===== src/rtl/dma_xfer_pkg.sv =====
package dma_xfer_pkg;

  // Field positions inside the per-channel mode byte and the command byte
  localparam int MODE_TYPE_LO = 2;
  localparam int MODE_AUTO    = 4;
  localparam int MODE_DEC     = 5;
  localparam int CMD_DISABLE  = 2;

  typedef enum logic [1:0] {
    XT_VERIFY  = 2'b00,
    XT_MEM_WR  = 2'b01,
    XT_MEM_RD  = 2'b10,
    XT_ILLEGAL = 2'b11
  } xfer_type_e;

  typedef struct packed {
    logic       hit;
    logic [1:0] chan;
  } page_route_t;

  // Page port offset to channel routing
  function automatic page_route_t page_route(input logic [3:0] off);
    page_route_t r;
    r = '0;
    unique case (off)
      4'd7:    begin r.hit = 1'b1; r.chan = 2'd0; end
      4'd3:    begin r.hit = 1'b1; r.chan = 2'd1; end
      4'd1:    begin r.hit = 1'b1; r.chan = 2'd2; end
      4'd2:    begin r.hit = 1'b1; r.chan = 2'd3; end
      default: r = '0;
    endcase
    return r;
  endfunction

endpackage


===== src/rtl/dma_page_bank.sv =====
module dma_page_bank
  import dma_xfer_pkg::*;
#(
  parameter int NCH = 4,
  parameter int PW  = 8
) (
  input  logic                    clk,
  input  logic                    rst_n,
  input  logic                    we,
  input  logic [3:0]              off,
  input  logic [PW-1:0]           wdata,
  output logic [NCH-1:0][PW-1:0]  pages
);

  page_route_t route;
  assign route = page_route(off);

  for (genvar c = 0; c < NCH; c++) begin : g_page
    logic hit_c;
    assign hit_c = we && route.hit && (route.chan == 2'(c));

    always_ff @(posedge clk) begin
      if (!rst_n)      pages[c] <= '0;
      else if (hit_c)  pages[c] <= wdata;
    end
  end

endmodule


===== src/rtl/dma_chan_ctr.sv =====
module dma_chan_ctr #(
  parameter int AW = 16,
  parameter int CW = 16
) (
  input  logic          clk,
  input  logic          rst_n,
  input  logic          load,
  input  logic          step,
  input  logic          auto_en,
  input  logic          dec_en,
  input  logic [AW-1:0] base_a,
  input  logic [CW-1:0] base_c,
  output logic [AW-1:0] cur_a,
  output logic [CW-1:0] cur_c,
  output logic          at_tc
);

  // The transfer that finds the count at zero is the last one
  assign at_tc = (cur_c == '0);

  always_ff @(posedge clk) begin
    if (!rst_n) begin
      cur_a <= '0;
      cur_c <= '0;
    end else if (load) begin
      cur_a <= base_a;
      cur_c <= base_c;
    end else if (step) begin
      if (at_tc && auto_en) begin
        cur_a <= base_a;
        cur_c <= base_c;
      end else begin
        cur_a <= dec_en ? (cur_a - AW'(1)) : (cur_a + AW'(1));
        cur_c <= cur_c - CW'(1);
      end
    end
  end

endmodule


===== src/rtl/dma_xfer_pick.sv =====
module dma_xfer_pick #(
  parameter int NCH = 4
) (
  input  logic [NCH-1:0]         elig,
  output logic [NCH-1:0]         grant,
  output logic [$clog2(NCH)-1:0] gidx,
  output logic                   any
);

  localparam int IW = $clog2(NCH);

  // Fixed priority: channel 0 first
  always_comb begin
    grant = '0;
    gidx  = '0;
    any   = 1'b0;
    for (int i = 0; i < NCH; i++) begin
      if (elig[i] && !any) begin
        any      = 1'b1;
        gidx     = IW'(i);
        grant[i] = 1'b1;
      end
    end
  end

endmodule


===== src/rtl/dma_xfer_seq.sv =====
module dma_xfer_seq
  import dma_xfer_pkg::*;
#(
  parameter int NCH       = 4,
  parameter int AW        = 16,
  parameter int CW        = 16,
  parameter int PW        = 8,
  parameter bit WORD_MODE = 1'b0
) (
  input  logic                    clk,
  input  logic                    rst_n,
  input  logic [NCH-1:0]          req_valid,
  input  logic [NCH-1:0]          req_to_mem,
  output logic [NCH-1:0]          req_ready,
  input  logic [7:0]              cmd,
  input  logic [NCH-1:0]          mask,
  input  logic [NCH-1:0][7:0]     mode,
  input  logic [NCH-1:0][AW-1:0]  base_addr,
  input  logic [NCH-1:0][CW-1:0]  base_cnt,
  input  logic [NCH-1:0]          cur_load,
  input  logic                    page_we,
  input  logic [3:0]              page_off,
  input  logic [PW-1:0]           page_wdata,
  output logic [NCH-1:0][AW-1:0]  cur_addr,
  output logic [NCH-1:0][CW-1:0]  cur_cnt,
  output logic                    xfer_valid,
  output logic [$clog2(NCH)-1:0]  xfer_chan,
  output logic [PW+AW-1:0]        xfer_addr,
  output logic                    xfer_rd,
  output logic                    xfer_wr,
  output logic                    xfer_tc,
  output logic [NCH-1:0]          status_set,
  output logic [NCH-1:0]          mask_set
);

  localparam int IW  = $clog2(NCH);
  localparam int XAW = PW + AW;

  logic [NCH-1:0]         elig;
  logic [NCH-1:0]         grant;
  logic [NCH-1:0]         at_tc;
  logic [NCH-1:0]         auto_vec;
  logic [IW-1:0]          gidx;
  logic                   any;
  logic [NCH-1:0][PW-1:0] pages;
  logic [PW-1:0]          sel_pg;
  logic [AW-1:0]          sel_a;
  logic [XAW-1:0]         addr_now;

  // Eligibility: enabled, unmasked, not self-masking, not reloading, type matches
  always_comb begin
    for (int c = 0; c < NCH; c++) begin
      elig[c] = req_valid[c] && !cmd[CMD_DISABLE] && !mask[c] && !mask_set[c] &&
                !cur_load[c] &&
                (mode[c][MODE_TYPE_LO +: 2] ==
                 (req_to_mem[c] ? 2'(XT_MEM_WR) : 2'(XT_MEM_RD)));
      auto_vec[c] = mode[c][MODE_AUTO];
    end
  end

  dma_xfer_pick #(.NCH(NCH)) u_pick (
    .elig  (elig),
    .grant (grant),
    .gidx  (gidx),
    .any   (any)
  );

  assign req_ready = grant;

  for (genvar c = 0; c < NCH; c++) begin : g_chan
    dma_chan_ctr #(.AW(AW), .CW(CW)) u_ctr (
      .clk     (clk),
      .rst_n   (rst_n),
      .load    (cur_load[c]),
      .step    (grant[c]),
      .auto_en (mode[c][MODE_AUTO]),
      .dec_en  (mode[c][MODE_DEC]),
      .base_a  (base_addr[c]),
      .base_c  (base_cnt[c]),
      .cur_a   (cur_addr[c]),
      .cur_c   (cur_cnt[c]),
      .at_tc   (at_tc[c])
    );
  end

  dma_page_bank #(.NCH(NCH), .PW(PW)) u_pages (
    .clk   (clk),
    .rst_n (rst_n),
    .we    (page_we),
    .off   (page_off),
    .wdata (page_wdata),
    .pages (pages)
  );

  assign sel_pg = pages[gidx];
  assign sel_a  = cur_addr[gidx];

  if (WORD_MODE) begin : g_word
    assign addr_now = {sel_pg[PW-1:1], sel_a, 1'b0};
  end else begin : g_byte
    assign addr_now = {sel_pg, sel_a};
  end

  always_ff @(posedge clk) begin
    if (!rst_n) begin
      xfer_valid <= 1'b0;
      xfer_chan  <= '0;
      xfer_addr  <= '0;
      xfer_rd    <= 1'b0;
      xfer_wr    <= 1'b0;
      xfer_tc    <= 1'b0;
      status_set <= '0;
      mask_set   <= '0;
    end else begin
      xfer_valid <= any;
      xfer_chan  <= gidx;
      xfer_addr  <= any ? addr_now : '0;
      xfer_rd    <= any && !req_to_mem[gidx];
      xfer_wr    <= any && req_to_mem[gidx];
      xfer_tc    <= any && at_tc[gidx];
      status_set <= grant & at_tc;
      mask_set   <= grant & at_tc & ~auto_vec;
    end
  end

endmodule


===== config.mk =====
export PLATFORM = sky130hd
export DESIGN_NAME = dma_xfer_seq
export DESIGN_NICKNAME = d
export VERILOG_FILES = /design/src/rtl/dma_xfer_pkg.sv /design/src/rtl/dma_page_bank.sv /design/src/rtl/dma_chan_ctr.sv /design/src/rtl/dma_xfer_pick.sv /design/src/rtl/dma_xfer_seq.sv
export SDC_FILE = /design/constraint.sdc
export NUM_CORES = 1
export LEC_CHECK = 0
export ABC_AREA = 1
export BUFFER_PORTS_ARGS = -buffer_cell sky130_fd_sc_hd__buf_4
export CAP_MARGIN = 20
export CORE_MARGIN = 2
export CORE_UTILIZATION = 54
export CTS_CLUSTER_DIAMETER = 50
export CTS_CLUSTER_SIZE = 25
export DETAILED_ROUTE_END_ITERATION = 10
export HOLD_SLACK_MARGIN = 0.03
export PLACE_DENSITY = 0.81
export RECOVER_POWER = 100
export SLEW_MARGIN = 30
export SYNTH_ARGS = -nofsm -noshare
export SYNTH_HDL_FRONTEND = slang
export SYNTH_SLANG_ARGS = --single-unit
export TNS_END_PERCENT = 50

===== constraint.sdc =====
create_clock -name clk -period 1.95 [get_ports clk]
set_input_delay 0.39 -clock clk [delete_from_list [all_inputs] [get_ports clk]]
set_output_delay 0.39 -clock clk [all_outputs]
set_load 0.1 [all_outputs]

* Yosys cells after proc, flatten, opt, wreduce, memory -nomap -nowiden *
Index checks and enable logic that the tools add are counted.
W data, S select, Z words.

operators by class
  add/sub/neg operators = 12
  $mul = 0
  divide/modulo/power cells = 0
  $lt $le $gt $ge = 1
  eq/ne operators = 11
  shift operators = 0
  mux-type cells = 51
  bitwise gates (word level) = 3
  reduce and logical (&&, ||, !) cells = 62

operators with widths
  cell                     count
  $mux W16                 29
  $sub A16 B1 Y16 const B  8
  $add A16 B1 Y16 const B  4
  $logic_not A16 Y1        4
  $logic_and A1 B1 Y1      35
  $bmux W16 S2             1
  $logic_not A1 Y1         17
  $bmux W8 S2              1
  $mux W2                  6
  $pmux W3 S4              1
  $mux W1                  10
  $and A4 B4 Y4            2
  $eq A2 B2 Y1             4
  $eq A4 B2 Y1 const B     2
  $mux W8                  1
  $reduce_bool A2 Y1       4
  $bmux W1 S2              2
  $eq A2 B2 Y1 const B     2
  $eq A4 B1 Y1 const B     1
  $eq A4 B3 Y1 const B     1
  $not A4 Y4               1
  $lt A2 B3 Y1 const B     1
  $eq A2 B1 Y1 const B     1
  $logic_not A2 Y1         1
  $reduce_and A2 Y1        1

storage, ports and cells
  register bits after elaboration = 198
  bits in latches = 0
  bits in writable memories = 0
  memory bits (read-only) = 0
  bits of input ports = 199
  output and inout bits = 170
  word-level logic and storage cells = 160
  memories = 0

* Depth between registers and ports, before layout *
  word-level depth = 20
  depth in mapped cells = 13
  mapped depth without buffers = 12

* Modules after synthesis *
From an unflattened synthesis, not the netlist that was laid out.

second synthesis, totals
  cell total of the unflattened synthesis = 2,417
  area total of the unflattened synthesis = 14,895.5 um^2

modules (own cells, without submodules)
  module                               instances  cells an instance  area each (um^2)  seq. area each (um^2)
  dma_chan_ctr at g_chan[2].u_ctr ...  2          459                2,836.5           640.6
  dma_chan_ctr at g_chan[0].u_ctr ...  2          457                2,761.4           640.6
  dma_xfer_seq                         1          398                2,316.0           760.7
  dma_page_bank                        1          174                1,321.3           640.6
  dma_xfer_pick                        1          13                 62.6              0.0

* Least setup slack after synthesis *
OpenSTA, ideal clock, no wires.

  path type = flip-flop to flip-flop
  start = register g_chan[1].u_ctr.cur_c[0]
  end = register g_chan[1].u_ctr.cur_a[12]
  library setup time = 0.132 ns
  arrival time = 2.314 ns
  required time = 1.818 ns
  path slack = -0.497 ns
  stages on the path, launching flop included = 12
  path buffers = 1
  clock period less this slack = 2.447 ns
  path through = dfxtp_1 > inv_1 > ha_1 > nand4_1 > nor2_1 > nand3_1 > nand2_2 > inv_2 > clkbuf_1 > nand3_1 > nand2_1 > a21oi_1

on the way
  longest elaborated chain between the ends = 5

ends and longest elaborated chain
  element                   line                RTL
  start: declaration        dma_chan_ctr.sv:14  output logic [CW-1:0] cur_c,
  start signal: assignment  dma_chan_ctr.sv:27  cur_c <= base_c;
  start signal: assignment  dma_chan_ctr.sv:31  cur_c <= base_c;
  start signal: assignment  dma_chan_ctr.sv:34  cur_c <= cur_c - CW'(1);
  $logic_not A16 Y1         dma_chan_ctr.sv:19  assign at_tc = (cur_c == '0);
  $logic_and A1 B1 Y1       dma_chan_ctr.sv:29  if (at_tc && auto_en) begin
  $mux W16                  dma_chan_ctr.sv:29
  $mux W16                  dma_chan_ctr.sv:28  end else if (step) begin
  $mux W16                  dma_chan_ctr.sv:25  end else if (load) begin
  end signal: assignment    dma_chan_ctr.sv:26  cur_a <= base_a;
  end signal: assignment    dma_chan_ctr.sv:30  cur_a <= base_a;
  end signal: assignment    dma_chan_ctr.sv:33  cur_a <= dec_en ? (cur_a - AW'(1)) : (cur_a + AW'(1));
  end: declaration          dma_chan_ctr.sv:13  output logic [AW-1:0] cur_a,

Every way passes these cells. The select of a mux whose other input is x is not followed.
A chain may end at the register's enable or synchronous reset.

* Final worst setup path *
  start = register mask_set[2]
  end = output port req_ready[3]

on the way
  longest elaborated chain between the ends = 9

ends and longest elaborated chain
  element                           line                 RTL
  start: declaration                dma_xfer_seq.sv:33   output logic [NCH-1:0] mask_set
  start signal: assignment          dma_xfer_seq.sv:122  mask_set <= grant & at_tc & ~auto_vec;
  $logic_not A1 Y1                  dma_xfer_seq.sv:53   elig[c] = req_valid[c] && !cmd[CMD_DISABLE] && !mask[c] && !mask_set[c] &&
  $logic_and A1 B1 Y1 (2 in a row)  dma_xfer_seq.sv:53
  $logic_and A1 B1 Y1               dma_xfer_seq.sv:54   !cur_load[c] &&
  $logic_and A1 B1 Y1               dma_xfer_pick.sv:18  if (elig[i] && !any) begin
  $mux W1                           dma_xfer_pick.sv:18
  $logic_not A1 Y1                  dma_xfer_pick.sv:18
  $logic_and A1 B1 Y1               dma_xfer_pick.sv:18
  $mux W1                           dma_xfer_pick.sv:18
  end: declaration                  dma_xfer_seq.sv:14   output logic [NCH-1:0] req_ready,

Every way passes these cells.

==> flow_summary.toml <==
[run_status]
outcome = "finished with violations"
violations = "negative setup slack"

[cts]
hold_buffers = 0
htreeDepth = 4
cts_num_sinks = 198
clock_latency_ps = 460
clk_path_buf_depth = 2
root_buffer = "clkbuf_16"
cts_tree = "built"
numCtsBuffers = 17
clk_pin_slew_ps = 90

[synth]
synth_compound_area_frac = 0.150
ys_ff_latch = 198
ys_types = 39
syn_nets = 2574
avgSynthCellArea_um2 = 6.13
synth_top_area_cell = "dfxtp_1"
yosys.area_share.adder = 0.0623
synth-simple-area-share = 0.341
synth_edf_count = 0
synthArstFlopShare = 0
yosys_warnings = 0
synth_top_family_by_area = "simple AND/OR/NAND/NOR gates"
synth-xor-area-share = 0.0434
synthCells = 2307
netlist_area_um2 = 14100
synth_seq_area_share = 0.280
synth_flop_cell = "dfxtp_1"
yosysTopAreaCellShare = 0.280
synth_area_leaders = "dfxtp_1, nand2_1, inv_1"
yosys-mux-area-fraction = 0

[setup_path]
crit_path_max_fanout = 2
worst-path-buf-inv = 4
crit_arrival_ps = 1600
critPathKind = "flop to primary output"
worst_setup_path_start_kind = "flop"
slowest_delay_ps = 360
crit_family = "buffers and inverters"
crit_top_cell = "nand2_2"
slowest_stage = "dfxtp_4"
required_ps = 1560
cp-end-kind = "primary output"
crit_chain = "inv_4, nand2_2, nor2_2, nand2_2, buf_4, nand4_4, inv_2, buf_12"

[detailed_routing]
wirelength_mm = 47.5
final_antenna_net_count = 0
route.detailed.drc = 0
dr.pass1.iters = 7
drtIter0Drc = 1354
dr_total_vias = 16398
routed_via_density = 5.35
wl_per_cell_um = 15.5

[die]
die_h_um = 166
dieArea_um2 = 27500
start_util = 0.546
num_rows = 59
io_pins = 369
die-width_um = 166
core_um2 = 25900

[place]
placed_cell_area_um2 = 18000
gp_congestion = 0.935
port_buffers = 345
hpwl_mm = 36.4

[pwr]
powerDensity_nw_per_um2 = 771
design_power_total_mw = 14.2
leakage_nw = 9.50
ir_worst_vdd_mv = 0.535

[global_route]
antenna_found_initial = 1
grt_pass1_vias = 15242
grt_pass1_wl_mm = 76.1
grt.total_usage = 0.336
grt_max_degree = 66
overflow = 0

[timing]
skew_ps = 18.2
setup_violations = 1
fin_ws_ps = -36.2
clock.fmax_mhz = 503
timing.final.max_slew_violations = 0
rsz0062_at_grt = "true"
finalCritPeriodShare = 1.02
layout_min_cycle_time_ps = 1990
finalHoldViolCount = 0
slew_headroom = 0.551
timing.hold.ws_ps = 99.0
tightest_slew_ps = 674

[layout]
final_cell_mix = "nand2_1, buf_4, inv_1"
final_common_cell = "nand2_1"
nets = 2982
design_area_um2 = 18400
area_growth_pct = 30.4
drive_gt1_frac = 0.257
post-route-util = 0.712
diodes = 0

[flow_run]
maxCapViolCount = 0

[worst_hold_path]
hold_path.class = "input port to flop"
## timing repair
| action | in CTS | in global routing |
|---|---|---|
| endpoints found under the setup margin | 6 | 75 |
| cloned | 0 | 0 |
| pin swaps | 7 | 4 |
| resized for setup | 21 | 16 |
| buffers inserted | 5 | 1 |
## power by group
group	leakage (nW)	internal, mW	total, mW	switching, mW
Clock	0.310	1.90	3.86	1.95
Sequential	1.67	4.34	4.68	0.345
Combinational	7.51	1.78	5.67	3.89
## kinds of logic after synthesis
kind of cell    count (synthesis)
xor+xnor                       70
fa+ha+maj                      68
compound gates                412
buf+inv                       425
simple gates                 1134
flops                         198
## flip-flops by register name (all words and copies together) (netlist names)
name and flops:
xfer_wr 1, u_pages.pages 32, xfer_chan 2, xfer_tc 1
status_set 4, mask_set 4, xfer_addr 24, g_chan.u_ctr.cur_c 64
g_chan.u_ctr.cur_a 64, xfer_valid 1, xfer_rd 1
## final cells by class
| cell class | count | area [um^2] |
|---|---|---|
| Tap cell | 335 | 419 |
| Inverter | 333 | 1270 |
| Timing Repair Buffer | 481 | 3480 |
| Clock inverter | 15 | 215 |
| Sequential cell | 198 | 4160 |
| Fill cell | 2314 | 7470 |
| Clock buffer | 17 | 425 |
| Multi-Input combinational cell | 1684 | 8470 |
## per-layer routing
metal / vias up / GRT usage / wire (um)
met1: 7484 / 0.414 / 19500
li1: 8163 / - / -
met4: 2 / 0.137 / 1920
met3: 119 / 0.0648 / 3270
met2: 630 / 0.578 / 22800
met5: - / 0 / 13
## worst paths after layout
| check | from | end | slack [ps] | cells after the start |
|---|---|---|---|---|
| min | mode[28] | mask_set[3] | 100 | 2 |
| min reg2reg | u_pages.pages[25] | u_pages.pages[25] | 460 | 2 |
| max reg2reg | mask_set[2] | xfer_addr[8] | 50 | 12 |
| max | mask_set[2] | req_ready[3] | -40 | 8 |
## through the flow
step | setup WS, ps | TNS [ps] | std cells
3_5_place_dp | -121 | -4050 | 3025
6_report | -36.2 | -36.2 | 3063
2_1_floorplan | 5.45 | 0 | 2307
3_3_place_gp | -79.8 | -1680 | 3025
4_1_cts | -21.7 | -53.1 | 3062
5_1_grt | -100 | -366 | 3063
## cell usage after synthesis, drive strengths merged (31+ instances only)
cell,n
a21oi,222
buf,56
clkbuf,36
dfxtp,198
ha,64
inv,332
nand2,637
nand3,178
nand3b,31
nor2,220
o21ai,174
xnor2,33
xor2,37
Note: power is estimated with default switching activity, not from simulation.
